==> src/rtl/pair_div_pkg.sv <==
package pair_div_pkg;
  localparam int unsigned PAIR_CH_DEF  = 2;
  localparam int unsigned SEL_W_DEF    = 2;
  localparam int unsigned EXP_W_DEF    = 4;
  localparam int unsigned EXP_MAX_DEF  = 8;
endpackage

==> src/rtl/src_select.sv <==
module src_select #(
  parameter int unsigned SEL_W = 2
) (
  input  logic             osc_tick_i,
  input  logic             bus_tick_i,
  input  logic [SEL_W-1:0] sel_i,
  output logic             src_tick_o,
  output logic             use_bus_o
);
  always_comb begin
    use_bus_o  = (sel_i != '0);
    src_tick_o = use_bus_o ? bus_tick_i : osc_tick_i;
  end
endmodule

==> src/rtl/pow2_divider.sv <==
module pow2_divider #(
  parameter int unsigned EXP_W   = 4,
  parameter int unsigned EXP_MAX = 8
) (
  input  logic             clk_i,
  input  logic             rst_ni,
  input  logic             src_tick_i,
  input  logic             use_bus_i,
  input  logic [EXP_W-1:0] exp_i,
  output logic             div_tick_o
);
  localparam int unsigned CNT_W = (EXP_MAX < 1) ? 1 : EXP_MAX;

  logic [EXP_W-1:0] exp_clamp, exp_q, exp_d;
  logic             bus_q, bus_d;
  logic [CNT_W-1:0] cnt_q, cnt_d, lim;
  logic [CNT_W:0]   lim_wide;
  logic             cfg_change;

  always_comb begin
    exp_clamp  = (exp_i > EXP_W'(EXP_MAX)) ? EXP_W'(EXP_MAX) : exp_i;
    lim_wide   = ((CNT_W+1)'(1) << exp_clamp) - (CNT_W+1)'(1);
    lim        = lim_wide[CNT_W-1:0];
    cfg_change = (exp_clamp != exp_q) || (use_bus_i != bus_q);
    exp_d      = exp_clamp;
    bus_d      = use_bus_i;
    cnt_d      = cnt_q;
    div_tick_o = 1'b0;
    if (cfg_change) begin
      cnt_d = '0;
    end else if (src_tick_i) begin
      if (cnt_q == lim) begin
        cnt_d      = '0;
        div_tick_o = 1'b1;
      end else begin
        cnt_d = cnt_q + CNT_W'(1);
      end
    end
  end

  always_ff @(posedge clk_i or negedge rst_ni) begin
    if (!rst_ni) begin
      exp_q <= '0;
      bus_q <= 1'b0;
      cnt_q <= '0;
    end else begin
      exp_q <= exp_d;
      bus_q <= bus_d;
      cnt_q <= cnt_d;
    end
  end


  restart_clears_chk: assert property (@(posedge clk_i) disable iff (!rst_ni)
    cfg_change |=> (cnt_q == '0));

  exp_clamped_chk: assert property (@(posedge clk_i) disable iff (!rst_ni)
    exp_q <= EXP_W'(EXP_MAX));

  no_overflow_chk: assert property (@(posedge clk_i) disable iff (!rst_ni)
    !cfg_change |-> (cnt_q <= lim));

  tick_needs_src_chk: assert property (@(posedge clk_i) disable iff (!rst_ni)
    div_tick_o |-> src_tick_i);
endmodule

==> src/rtl/chan_gate.sv <==
module chan_gate (
  input  logic clk_i,
  input  logic rst_ni,
  input  logic src_tick_i,
  input  logic div_tick_i,
  input  logic gate_i,
  input  logic bypass_i,
  output logic tick_o
);
  always_comb begin
    tick_o = rst_ni & gate_i & (bypass_i ? src_tick_i : div_tick_i);
  end


  out_from_src_chk: assert property (@(posedge clk_i) disable iff (!rst_ni)
    tick_o |-> src_tick_i);
endmodule

==> src/rtl/pair_tick_divider.sv <==
module pair_tick_divider
  import pair_div_pkg::*;
#(
  parameter int unsigned NUM_CH  = PAIR_CH_DEF,
  parameter int unsigned SEL_W   = SEL_W_DEF,
  parameter int unsigned EXP_W   = EXP_W_DEF,
  parameter int unsigned EXP_MAX = EXP_MAX_DEF
) (
  input  logic              clk_i,
  input  logic              rst_ni,
  input  logic              osc_tick_i,
  input  logic              bus_tick_i,
  input  logic [SEL_W-1:0]  src_sel_i,
  input  logic [EXP_W-1:0]  div_exp_i,
  input  logic [NUM_CH-1:0] gate_i,
  input  logic [NUM_CH-1:0] bypass_i,
  output logic [NUM_CH-1:0] tick_o
);
  logic src_tick, use_bus, div_tick;

  src_select #(.SEL_W(SEL_W)) u_sel (
    .osc_tick_i (osc_tick_i),
    .bus_tick_i (bus_tick_i),
    .sel_i      (src_sel_i),
    .src_tick_o (src_tick),
    .use_bus_o  (use_bus)
  );

  pow2_divider #(.EXP_W(EXP_W), .EXP_MAX(EXP_MAX)) u_div (
    .clk_i      (clk_i),
    .rst_ni     (rst_ni),
    .src_tick_i (src_tick),
    .use_bus_i  (use_bus),
    .exp_i      (div_exp_i),
    .div_tick_o (div_tick)
  );

  for (genvar c = 0; c < NUM_CH; c++) begin : g_ch
    chan_gate u_gate (
      .clk_i      (clk_i),
      .rst_ni     (rst_ni),
      .src_tick_i (src_tick),
      .div_tick_i (div_tick),
      .gate_i     (gate_i[c]),
      .bypass_i   (bypass_i[c]),
      .tick_o     (tick_o[c])
    );
  end
endmodule

==> config.mk <==
export PLATFORM = sky130hd
export DESIGN_NAME = pair_tick_divider
export DESIGN_NICKNAME = d
export VERILOG_FILES = /design/src/rtl/pair_div_pkg.sv /design/src/rtl/src_select.sv /design/src/rtl/pow2_divider.sv /design/src/rtl/chan_gate.sv /design/src/rtl/pair_tick_divider.sv
export SDC_FILE = /design/constraint.sdc
export NUM_CORES = 1
export LEC_CHECK = 0
export CAP_MARGIN = 20
export CORE_MARGIN = 1.5
export CORE_UTILIZATION = 34
export CTS_BUF_LIST = sky130_fd_sc_hd__clkbuf_4 sky130_fd_sc_hd__clkbuf_8 sky130_fd_sc_hd__clkbuf_16
export DETAILED_ROUTE_END_ITERATION = 8
export SLEW_MARGIN = 25
export SYNTH_ARGS = -nofsm -noshare
export SYNTH_HDL_FRONTEND = slang
export SYNTH_HIERARCHICAL = 1
export SYNTH_SLANG_ARGS = --single-unit
==> constraint.sdc <==
create_clock -name clk_i -period 9.9 [get_ports clk_i]
set_clock_uncertainty 0.2 [all_clocks]
set_input_delay 1.98 -clock clk_i [delete_from_list [all_inputs] [get_ports clk_i]]
set_output_delay 1.98 -clock clk_i [all_outputs]
set_load 0.01 [all_outputs]
# [After elaboration in Yosys (flattened, before gate mapping)]
# Index checks and enable logic that the tools add are counted.
[totals] mem_bits_ro=0 inputBits=14 memories=0 ff_bits=13 elab_cells=27 ram_bits=0 latchBits=0 output_inout_bits=2
[classes] addsub=2 n_eq_ne=3 magnitude_cmp=1 n_shift=1 mux=10 n_bitwise=4 reduce_logical=3 n_mul=0 div=0
[ops] cell="2-to-1 mux 8 bit" n=3
[ops] cell="adder 8 x 1 -> 8 bit (second input constant)" n=1
[ops] cell="== test 8 bit" n=1
[ops] cell="left shift 1 x 4 -> 8 bit (first input constant)" n=1
[ops] cell="subtractor 8 x 2 -> 8 bit (second input constant)" n=1
[ops] cell="2-to-1 mux 1 bit" n=6
[ops] cell="AND 1 bit" n=4
[ops] cell="greater-than comparator 4 bit (second input constant)" n=1
[ops] cell="2-to-1 mux 4 bit" n=1
[ops] cell="!= test 4 bit" n=1
[ops] cell="nonzero test 2 bit" n=2
[ops] cell="logical OR 1 bit" n=1
[ops] cell="!= test 1 bit" n=1

# [Logic depth before layout (Yosys ltp)]
# Gate-level depths: netlist of run 1.
[logic_depth] depth_word=10 mapped_depth=11 mapped_depth_nobuf=10

# [Hierarchy]
# Netlist of run 1, hierarchy kept.
[modules_own_cells] mod="pow2_divider" area_each_um2=969.7 cells_per_inst=95 n_inst=1 seq_area_each_um2=325.3
[modules_own_cells] mod="chan_gate" area_each_um2=17.5 cells_per_inst=3 n_inst=2 seq_area_each_um2=0.0
[modules_own_cells] mod="src_select" area_each_um2=23.8 cells_per_inst=2 n_inst=1 seq_area_each_um2=0.0

# [Least setup slack after synthesis of run 1]
# OpenSTA, ideal clock, no wires.
[synth_path] path_type="input -> output" from="input div_exp_i[1]" to="output tick_o[0]" path_buffers=1 arrival_ns=3.925 t_required_ns=7.720 stages=11 slack_ns=3.795 cell_sequence="buf_4 nor2_1 nand2_1 ha_1 xor2_1 or2b_2 and4bb_1 o211a_4 and3_2 mux2i_1 nor2_1"
[synth_between] elab_chain_cells=10 word_cells_on_any_way=12 classes_between="add/sub: 1; order compare: 1; eq/ne: 2; shift: 1; mux: 5; bitwise: 1; reduce/logical: 1"
[synth_lines] item="start: declaration" line_no="pair_tick_divider.sv:14" text="input logic [EXP_W-1:0] div_exp_i,"
[synth_lines] item="greater-than comparator 4 bit" line_no="pow2_divider.sv:21" text="exp_clamp = (exp_i > EXP_W'(EXP_MAX)) ? EXP_W'(EXP_MAX) : exp_i;"
[synth_lines] item="2-to-1 mux 4 bit (*)" line_no="pow2_divider.sv:21"
[synth_lines] item="left shift 1 x 4 -> 8 bit" line_no="pow2_divider.sv:22" text="lim_wide = ((CNT_W+1)'(1) << exp_clamp) - (CNT_W+1)'(1);"
[synth_lines] item="subtractor 8 x 2 -> 8 bit" line_no="pow2_divider.sv:22"
[synth_lines] item="== test 8 bit" line_no="pow2_divider.sv:32" text="if (cnt_q == lim) begin"
[synth_lines] item="2-to-1 mux 1 bit" line_no="pow2_divider.sv:32"
[synth_lines] item="2-to-1 mux 1 bit" line_no="pow2_divider.sv:31" text="end else if (src_tick_i) begin"
[synth_lines] item="2-to-1 mux 1 bit (*)" line_no="pow2_divider.sv:29" text="if (cfg_change) begin"
[synth_lines] item="net div_tick" line_no="pair_tick_divider.sv:19" text="logic src_tick, use_bus, div_tick;"
[synth_lines] item="2-to-1 mux 1 bit (*)" line_no="chan_gate.sv:11" text="tick_o = rst_ni & gate_i & (bypass_i ? src_tick_i : div_tick_i);"
[synth_lines] item="AND 1 bit (*)" line_no="chan_gate.sv:11"
[synth_lines] item="end: declaration" line_no="pair_tick_divider.sv:17" text="output logic [NUM_CH-1:0] tick_o"
# The timed path passes the listed nets; every way through them passes the cells marked *.

# [Worst setup path in the final report of run 1]
[layout_path] from="input div_exp_i[3]" to="output tick_o[1]"
# The elaborated chain is that of the path after synthesis.

==> metrics.md, run 1 <==
| Metric | Value |
|---|---|
| Status | `finished, final reports clean` |
| RR Endpoint | `u_div/cnt_q[7]$_DFFE_PN0P_` |
| Final setup margin | `between 2000 and 3000 ps` |
| # port buffers | `15` |
| RR Startpoint | `u_div/cnt_q[1]$_DFFE_PN0P_` |
| Sw Ratio | `27.2%` |
| Clk root buf | `clkbuf_4` |
| Worst EP required | `7720 ps` |
| Clock sinks | `13` |
| Psw | `around 31 uW` |
| Final Setup Violations | `0` |
| RSZ-0062 raised after global routing | `false` |
| DRT Wirelength | `roughly 2.1 mm` |
| Antenna viol nets, final | `0` |
| Hold path startpoint | `u_div/cnt_q[1]$_DFFE_PN0P_` |
| Worst-Margin Slew | `688 ps` |
| Setup repair bufs after CTS | `0` |
| Post-layout min period | `7340 ps` |
| Syn_nets | `119` |
| Max VDD drop | `between 0.02 and 0.03 mV` |
| Drc violations | `0` |
| First-pass GRT wire length | `3.51 mm` |
| Crit start category | `input port` |
| Worst Path Arrival | `approximately 5200 ps` |
| Overflow after GRT | `0` |
| Pint | `about 84 uW` |
| Cell Chain, Critical Path | `clkdlybuf4s50_1 -> nor2_1 -> nand3b_1 -> ha_1 -> xor2_1 -> or2b_2 -> and4bb_1 -> o211a_4 -> and3_2 -> mux2i_1 -> nor2_1 -> clkdlybuf4s50_1` |
| H-tree depth | `1` |
| Register area share after synthesis | `31.6%` |
| Comb power frac | `19.4%` |
| Cell Area, Synth | `approximately 1000 um2` |
| Die height | `58 um` |
| Worst min path class | `reg -> reg` |
| Antenna violations before repair | `0` |
| Detailed Place HPWL | `1.51 mm` |
| Post-cts sizing count | `0` |
| Hold Slack | `~400 ps` |
| Vias in the first global route | `784` |
| Die area | `3360 um2` |
| TritonRoute pass-1 iters | `4` |
| Average cell area after synthesis | `9.99 um2` |
| CTS Hold Buffers Added | `0` |
| Worst Hold Endpoint | `u_div/cnt_q[1]$_DFFE_PN0P_` |
| Setup Crit Path Kind | `in -> out` |
| Synth Register Bits | `13` |
| Setup crit end kind | `output port` |
| Clk pwr share | `33.0%` |
| Final Hold Vio Count | `0` |
| Max clock buf depth | `2` |
| Share of post-route cells with drive strength above 1 | `17.2%` |
| Fin crit share | `between 70% and 80%` |
| PwrDens | `96.9 nW/um2` |
| Post-Synthesis Cells | `103` |
| Clock-pin slew on the worst setup and hold paths | `~90 ps` |
| Seq pwr share | `47.7%` |
| Die Width | `58 um` |
| Fin nets | `133` |
| Slew HR | `54.0%` |
| Diodes inserted | `0` |
| Area Growth Syn to Fin | `15.9%` |
| Setup TNS | `0 ps` |
| GPL Wtd Cong | `0.699` |
| Largest net degree at the start of global routing | `16` |
| Hold path cells | `1` |
| Pre-CTS setup slack | `approximately 2600 ps` |
| R2R setup slack | `7750 ps` |
| TritonCTS buffer count | `3` |
| Row cnt | `19` |
| EDFF count, synth | `0` |
| Max-Cap Viols | `0` |
| Max Clk Rate | `between 100 and 150 MHz` |
| CP max stage delay | `660 ps` |
| Ys async rst share | `100%` |
| CTS tree | `yes` |
| Clk_lat worst skew | `between 200 and 300 ps` |
| Initial Util | `36.7%` |
| DR vias/cell | `about 5.6` |
| Leak | `0.505 nW` |
| Synth unique cells | `48` |
| Ys flop type | `dfrtp_1` |
| Total GRT Usage | `13.5%` |
| CP Max Fanout | `14` |
| Routed vias | `827` |
| Yosys warnings | `6` |
| Reg2Reg Depth | `6` |
| Floorplan core area | `2810 um2` |
| Slowest cell on crit path | `clkdlybuf4s50_1` |
| Avg WL per Cell | `between 10 and 15 um` |
| DR iter-0 viols | `24` |
| Count of pins over their slew limit | `0` |
| Ports | `16` |
state kept, by name (all words and copies together), names as in the netlist:
signal	cells
u_div/cnt_q	8
u_div/bus_q	1
u_div/exp_q	4
how the worst max path moves through the flow:
stage | start | to | slack [ps] | cells after the start
after global routing | div_exp_i[3] | tick_o[0] | 2350 | 12
after global placement | div_exp_i[3] | tick_o[1] | 2630 | 12
after CTS | div_exp_i[3] | tick_o[1] | 2560 | 12
after detailed placement | div_exp_i[3] | tick_o[1] | 2580 | 12
after floorplan | div_exp_i[1] | tick_o[0] | 3790 | 11
final | div_exp_i[3] | tick_o[1] | 2560 | 12
final cells by class:
cell class / count / area, um2
fillers: 280 / 1610
multi-input cells: 84 / 648
flip-flops and latches: 13 / 325
repair buffers: 15 / 150
well taps: 31 / 38.8
clock buffers: 4 / 30.0
routing by layer:
metal / GRT usage (%) / share of wire, %
met3: 4.02 / 5.1
met2: 22.4 / 49
met5: 0 / 0
met4: 4.98 / 0.39
met1: 16.6 / 46
power groups by stage:
stage | sequential (mW) | clock (mW) | combinational [mW]
finish | 0.0551 | 0.0381 | 0.0224
global route | 0.0553 | 0.0420 | 0.0245
CTS | 0.0551 | 0.0387 | 0.0227
detailed placement | 0.0561 | 0 | 0.0226
global placement | 0.0561 | 0 | 0.0221
floorplan | 0.0559 | 0 | 0.0143
per-stage QoR:
stage / util (%) / std cells / cell area [um2] / total power, mW
floorplan: - / 103 / 1030 / 0.0702
global placement: 41.4 / 143 / 1160 / 0.0782
detailed placement: 41.4 / 143 / 1160 / 0.0787
CTS: 42.5 / 147 / 1190 / 0.116
global route: 42.5 / 147 / 1190 / 0.122
finish: 42.5 / 147 / 1190 / 0.116
cells in the final DEF, fill, tap and decap left out, types with 2 or more instances in the layout:
cell type and instances:
a221o_1 5, and2b_2 2, clkbuf_4 4, clkdlybuf4s50_1 15
dfrtp_1 13, ha_1 2, mux2i_1 3, nand2_1 9
nand2b_1 2, nand3_1 2, nor2_1 8, nor2b_1 3
nor3_1 6, o211ai_1 2, o21ai_0 2, o31ai_1 2
xnor2_1 5, xor2_1 4
cells in the mapped netlist (all sizes together), types with 2 or more instances:
library cell	instances	area share [%]
a211oi	2	1.9
buf	2	1.8
nor4b	2	3.2
nor2b	3	1.8
o211ai	2	1.5
o21ai	2	0.97
dfrtp	13	32
nand2b	2	1.2
or2	2	1.5
nand2	10	4.4
clkbuf	4	3.5
mux2	2	2.6
mux2i	3	2.9
and2	2	1.3
and2b	3	2.4
nor4	2	2.7
nand3	2	0.97
a221o	5	4.9
and3	2	1.3
o31ai	2	1.5
xnor2	5	4.3
xor2	4	3.4
nor3	6	2.9
nor2	9	4.0
ha	2	2.4
critical path: cells and delay by family:
kind	cells	cell delay [ps]
buffers and inverters	2	1210
and+or+nand+nor	6	1200
adders and majority gates	1	300
AOI/OAI and AO/OA	1	230
xor gates and xnor gates	1	180
muxes	1	60
cells by family (layout without fill, tap and decap cells):
kind of cell	Yosys count	count (layout)	synth area share, %
mux	5	5	5.47
compound gates	19	19	16.3
buf+inv	6	19	5.35
xor+xnor	9	9	7.66
flops	13	13	31.6
fa+ha+maj	2	2	2.43
simple gates	49	49	31.1
(Power assumes the default switching activity.)
==> inputs of run 2 (changes only) <==
==> constraint.sdc (replaced) <==
create_clock -name clk_i -period 6.82 [get_ports clk_i]
set_clock_uncertainty 0.2 [all_clocks]
set_input_delay 1.364 -clock clk_i [delete_from_list [all_inputs] [get_ports clk_i]]
set_output_delay 1.364 -clock clk_i [all_outputs]
set_load 0.01 [all_outputs]
==> run 2 against run 1 <==
Against the previous run: routed wire length fell by 7.3%; non-clock buffer count up 1; register-to-register slack lost 3100 ps; largest cell class unchanged; final cell count is 0.68% higher; worst hold slack worse by 0.60 ps; clock power rose by 40%; sequential share of layout area shrank 0.17 points; critical path depth unchanged; cell area grew 0.63%; sequential cell count is the same.
==> metrics.md, run 2 (same netlist as run 1, synthesis figures left out) <==
| Metric | Value |
|---|---|
| Status | `finished, final reports clean` |
| Routed vias | `795 (-3.9%)` |
| Largest net degree at the start of global routing | `16 (unchanged)` |
| Antenna viol nets, final | `0 (unchanged)` |
| Total GRT Usage | `13.1% (-0.41 points)` |
| Count of pins over their slew limit | `0 (unchanged)` |
| DR vias/cell | `5.37 (-4.5%)` |
| Max Clk Rate | `164 MHz` |
| RSZ-0062 raised after global routing | `false` |
| TritonRoute pass-1 iters | `4 (unchanged)` |
| Slowest cell on crit path | `clkdlybuf4s50_1` |
| Fin crit share | `89.2%` |
| Slew HR | `54.7% (+0.73 points)` |
| Crit start category | `input port` |
| Total power | `166 uW (+44%)` |
| Worst Path Arrival | `4520 ps (-640 ps)` |
| Post-route cell area | `1200 um2 (+0.63%)` |
| GPL Wtd Cong | `0.720 (+3.0%)` |
| Post-layout min period | `6080 ps` |
| Top reg by flops | `u_div/cnt_q` |
| Die height | `58 um (unchanged)` |
| Vias in the first global route | `782 (-0.26%)` |
| Clk root buf | `clkbuf_4` |
| Clk_lat worst skew | `280 ps (about the same)` |
| Setup repair bufs after CTS | `0 (unchanged)` |
| Max VDD drop | `0.0835 mV (+180%)` |
| Avg WL per Cell | `13.0 um (-8.0%)` |
| Post-cts sizing count | `0 (unchanged)` |
| Largest register FFs | `8 (unchanged)` |
| R2R setup slack | `4700 ps (-3050 ps)` |
| Setup Crit Path Kind | `in -> out` |
| CTS tree | `yes` |
| Row cnt | `19 (unchanged)` |
| Most frequent cells in the layout | `clkdlybuf4s50_1 (15), dfrtp_1 (13), nand2_1 (9), nor2_1 (8), nor3_1 (6)` |
| H-tree depth | `1 (unchanged)` |
| Initial Util | `36.7% (unchanged)` |
| Setup TNS | `0 ps (unchanged)` |
| Top flop regs | `u_div/cnt_q x8, u_div/exp_q x4, u_div/bus_q x1` |
| Ports | `16 (unchanged)` |
| CP max stage delay | `640 ps (-20 ps)` |
| DRT Wirelength | `1.92 mm (-7.3%)` |
| # port buffers | `15 (unchanged)` |
| Commonest non-fill, non-tap cell in the layout | `clkdlybuf4s50_1` |
| Clock sinks | `13 (unchanged)` |
| Antenna violations before repair | `0 (unchanged)` |
| Cell Chain, Critical Path | `clkdlybuf4s50_1 -> nor2_1 -> nand3b_1 -> ha_1 -> xor2_1 -> or2b_2 -> and4bb_1 -> o211a_4 -> and3_2 -> mux2i_1 -> nor2_1 -> clkdlybuf4s50_1` |
| Floorplan core area | `2810 um2 (unchanged)` |
| Max-Cap Viols | `0 (unchanged)` |
| Area Growth Syn to Fin | `16.7%` |
| Hold Slack | `396 ps (-0.601 ps)` |
| Max clock buf depth | `2 (unchanged)` |
| Worst min path class | `reg -> reg` |
| Detailed Place HPWL | `1.47 mm (-2.9%)` |
| Die area | `3360 um2 (unchanged)` |
| Overflow after GRT | `0 (unchanged)` |
| Finished Layout Cells | `148 (+0.68%)` |
| Leak | `0.509 nW (+0.95%)` |
| Die Width | `58 um (unchanged)` |
| Setup crit end kind | `output port` |
| Clock-pin slew on the worst setup and hold paths | `80 ps (about the same)` |
| TritonCTS buffer count | `3 (unchanged)` |
| CTS Hold Buffers Added | `0 (unchanged)` |
| Final Setup Violations | `0 (unchanged)` |
| Worst EP required | `5260 ps (-2460 ps)` |
| First-pass GRT wire length | `3.46 mm (-1.6%)` |
| Fin nets | `134 (+0.75%)` |
| DR iter-0 viols | `36 (+50%)` |
| Worst-Margin Slew | `677 ps (-11.0 ps)` |
| Placed cell count | `144 (+0.70%)` |
| Final Hold Vio Count | `0 (unchanged)` |
| Share of post-route cells with drive strength above 1 | `17.9% (+0.71 points)` |
| Drc violations | `0 (unchanged)` |
| Diodes inserted | `0 (unchanged)` |
| PwrDens | `138 nW/um2 (+43%)` |
| CP Max Fanout | `11 (-3)` |
| Placed inst area | `1170 um2 (+0.65%)` |
run 2: final timing paths:
kind,end,start,cells past startpoint
max,tick_o[0],div_exp_i[2],12
min,u_div/cnt_q[1]$_DFFE_PN0P_,u_div/cnt_q[1]$_DFFE_PN0P_,1
min in group asynchronous,u_div/bus_q$_DFF_PN0_,rst_ni,1
max in group asynchronous,u_div/cnt_q[0]$_DFFE_PN0P_,rst_ni,1
min reg2reg,u_div/cnt_q[1]$_DFFE_PN0P_,u_div/cnt_q[1]$_DFFE_PN0P_,1
max reg2reg,u_div/cnt_q[4]$_DFFE_PN0P_,u_div/cnt_q[1]$_DFFE_PN0P_,6
run 2: metrics by stage:
| step | utilization (%) | setup WS, ps |
|---|---|---|
| after global routing | 42.8 | 508 |
| after global placement | 41.7 | 802 |
| after detailed placement | 41.7 | 741 |
| after floorplan | - | 1950 |
| after CTS | 42.8 | 730 |
| final | 42.8 | 739 |
run 2: critical path, delay by kind of cell:
kind | cells | cell delay [ps]
compound gates | 1 | 220
simple gates | 6 | 1220
buf+inv | 2 | 1180
fa+ha+maj | 1 | 300
xor+xnor | 1 | 160
mux | 1 | 60
run 2: metal layers:
layer,wire length (um),up-vias,track usage (%),part of all wire (%)
met5,0,-,0,0
met1,888,372,16.6,46
met3,124,0,4.24,6.5
met2,905,18,22.9,47
li1,-,405,-,-
met4,0,0,0.997,0
run 2: power by group:
group	total [mW]	switching (mW)	internal [mW]
Sequential	0.0799	0.00113	0.0787
Clock	0.0534	0.0267	0.0267
Combinational	0.0327	0.0157	0.0170
Total	0.166	0.0435	0.122
run 2: layout make-up:
type | count | area, um2
clock buffers | 4 | 30.0
flip-flops and latches | 13 | 325
fillers | 279 | 1610
well taps | 31 | 38.8
repair buffers | 16 | 158
multi-input cells | 84 | 648
==> inputs of run 3 (changes only) <==
--- a/config.mk
+++ b/config.mk
@@ -10,6 +10,7 @@
 export CORE_UTILIZATION = 34
 export CTS_BUF_LIST = sky130_fd_sc_hd__clkbuf_4 sky130_fd_sc_hd__clkbuf_8 sky130_fd_sc_hd__clkbuf_16
 export DETAILED_ROUTE_END_ITERATION = 8
+export GPL_TIMING_DRIVEN = 0
 export SLEW_MARGIN = 25
 export SYNTH_ARGS = -nofsm -noshare
 export SYNTH_HDL_FRONTEND = slang
==> run 3 against run 2 <==
Against the previous run: die area is the same; non-clock buffer count grew 4; first-iteration DRC count shrank 11%; count of clock-buffer cells in the layout is the same; register-to-register slack lost 30 ps; largest cell class unchanged; cell area grew 3.1%; critical path depth grew 1.
==> metrics.md, run 3 (same netlist as run 1, synthesis figures left out) <==
| Metric | Value |
|---|---|
| DR iter-0 viols | `32 (-11%)` |
| Slew HR | `54.7% (about the same)` |
| Row cnt | `19 (unchanged)` |
| Setup repair bufs after CTS | `0 (unchanged)` |
| Drc violations | `0 (unchanged)` |
| Area Growth Syn to Fin | `20.3%` |
| Clock sinks | `13 (unchanged)` |
| Max VDD drop | `0.0774 mV (-7.2%)` |
| Slowest cell on crit path | `clkdlybuf4s50_1` |
| Final setup margin | `777 ps (+38.0 ps)` |
| # port buffers | `14 (-1)` |
| Post-route core utilization | `44.1% (+1.3 points)` |
| Top reg by flops | `u_div/cnt_q` |
| Worst path bufs/invs | `3 (+1)` |
| Cell Chain, Critical Path | `clkdlybuf4s50_1 -> buf_6 -> nor2_1 -> nand3b_1 -> ha_1 -> xor2_1 -> or2b_2 -> and4bb_1 -> o211a_4 -> and3_2 -> mux2i_1 -> nor2_1 -> clkdlybuf4s50_1` |
| Worst min path class | `reg -> reg` |
| Routed vias | `794 (-0.13%)` |
| RSZ-0062 raised after global routing | `false` |
| First-pass GRT wire length | `3.55 mm (+2.6%)` |
| CP top delay family | `buffers and inverters` |
| Leak | `0.531 nW (+4.3%)` |
| Detailed Place HPWL | `1.52 mm (+3.4%)` |
| Setup TNS | `0 ps (unchanged)` |
| TritonCTS buffer count | `3 (unchanged)` |
| Status | `finished, final reports clean` |
| Worst Path Arrival | `4480 ps (-40 ps)` |
| Initial Util | `36.7% (unchanged)` |
| Clock-pin slew on the worst setup and hold paths | `80 ps (about the same)` |
| GPL Wtd Cong | `0.717 (-0.47%)` |
| Fin nets | `138 (+3.0%)` |
| Hold Slack | `393 ps (-2.49 ps)` |
| Fin crit share | `88.6% (-0.56 points)` |
| Largest register FFs | `8 (unchanged)` |
| Largest net degree at the start of global routing | `16 (unchanged)` |
| Most frequent cells in the layout | `clkdlybuf4s50_1 (14), dfrtp_1 (13), nand2_1 (9), nor2_1 (8), nor3_1 (6)` |
| Max clock buf depth | `2 (unchanged)` |
| Die area | `3360 um2 (unchanged)` |
| Count of pins over their slew limit | `0 (unchanged)` |
| Ports | `16 (unchanged)` |
| TritonRoute pass-1 iters | `4 (unchanged)` |
| H-tree depth | `1 (unchanged)` |
| Pre-CTS setup slack | `735 ps (-5.90 ps)` |
| Final Setup Violations | `0 (unchanged)` |
| Die Width | `58 um (unchanged)` |
| CP max stage delay | `540 ps (-100 ps)` |
| Vias in the first global route | `798 (+2.0%)` |
| Post-cts sizing count | `0 (unchanged)` |
| Antenna violations before repair | `0 (unchanged)` |
| Final Hold Vio Count | `0 (unchanged)` |
| Max Clk Rate | `165 MHz (+0.63%)` |
| Commonest non-fill, non-tap cell in the layout | `clkdlybuf4s50_1` |
| Avg WL per Cell | `13.2 um (+1.5%)` |
| Worst-Margin Slew | `678 ps (+0.611 ps)` |
| Worst EP required | `5260 ps (about the same)` |
| Clk root buf | `clkbuf_4` |
| CP Max Fanout | `10 (-1)` |
| Die height | `58 um (unchanged)` |
| Setup Crit Path Kind | `in -> out` |
| Share of post-route cells with drive strength above 1 | `20.7% (+2.7 points)` |
| CTS tree | `yes` |
| Crit start category | `input port` |
| Overflow after GRT | `0 (unchanged)` |
| Total GRT Usage | `13.4% (+0.26 points)` |
| Setup crit end kind | `output port` |
| DRT Wirelength | `2.00 mm (+4.3%)` |
| Floorplan core area | `2810 um2 (unchanged)` |
| Diodes inserted | `0 (unchanged)` |
| Max-Cap Viols | `0 (unchanged)` |
| Post-layout min period | `6040 ps (-38.0 ps)` |
| PwrDens | `133 nW/um2 (-3.6%)` |
| CTS Hold Buffers Added | `0 (unchanged)` |
| Total power | `165 uW (-0.62%)` |
| Clk_lat worst skew | `270 ps (about the same)` |
| DR vias/cell | `5.22 (-2.8%)` |
| Top flop regs | `u_div/cnt_q x8, u_div/exp_q x4, u_div/bus_q x1` |
| Antenna viol nets, final | `0 (unchanged)` |
==> run 3: worst paths after layout <==
check	from	depth (start not counted)	endpoint	slack (ps)
min in group asynchronous	rst_ni	1	u_div/cnt_q[5]$_DFFE_PN0P_	1300
max in group asynchronous	rst_ni	1	u_div/cnt_q[7]$_DFFE_PN0P_	4690
worst max-delay path	div_exp_i[3]	13	tick_o[1]	780
worst min-delay path	u_div/cnt_q[7]$_DFFE_PN0P_	1	u_div/cnt_q[7]$_DFFE_PN0P_	390
worst max register to register	u_div/cnt_q[1]$_DFFE_PN0P_	6	u_div/cnt_q[6]$_DFFE_PN0P_	4670
worst min register to register	u_div/cnt_q[7]$_DFFE_PN0P_	1	u_div/cnt_q[7]$_DFFE_PN0P_	390
==> run 3: stage by stage <==
| stage | std cells | instance area [um2] |
|---|---|---|
| final | 152 | 1240 |
| after global routing | 152 | 1240 |
| after CTS | 152 | 1240 |
| after detailed placement | 148 | 1210 |
| after global placement | 148 | 1210 |
| after floorplan | 103 | 1030 |
==> run 3: report_power, final <==
part / switching, mW / leakage (nW) / internal, mW / total [mW]
Clock: 0.0246 / 0.0184 / 0.0266 / 0.0512
Sequential: 0.00114 / 0.172 / 0.0787 / 0.0799
Combinational: 0.0159 / 0.341 / 0.0180 / 0.0339
==> run 3: cell type report <==
| cell class | count | area [um2] |
|---|---|---|
| fill | 262 | 1570 |
| tap | 31 | 38.8 |
| buffer | 6 | 55.1 |
| multi-input combinational | 84 | 648 |
| clock buffer | 4 | 30.0 |
| sequential | 13 | 325 |
| timing repair buffer | 14 | 140 |
==> run 3: metal layers <==
| metal | wire, um | track usage (%) | vias up |
|---|---|---|---|
| met1 | 959 | 17.1 | 370 |
| met4 | 0 | 0.997 | 0 |
| li1 | - | - | 413 |
| met5 | 0 | 0 | - |
| met2 | 955 | 23.4 | 11 |
| met3 | 85 | 4.02 | 0 |
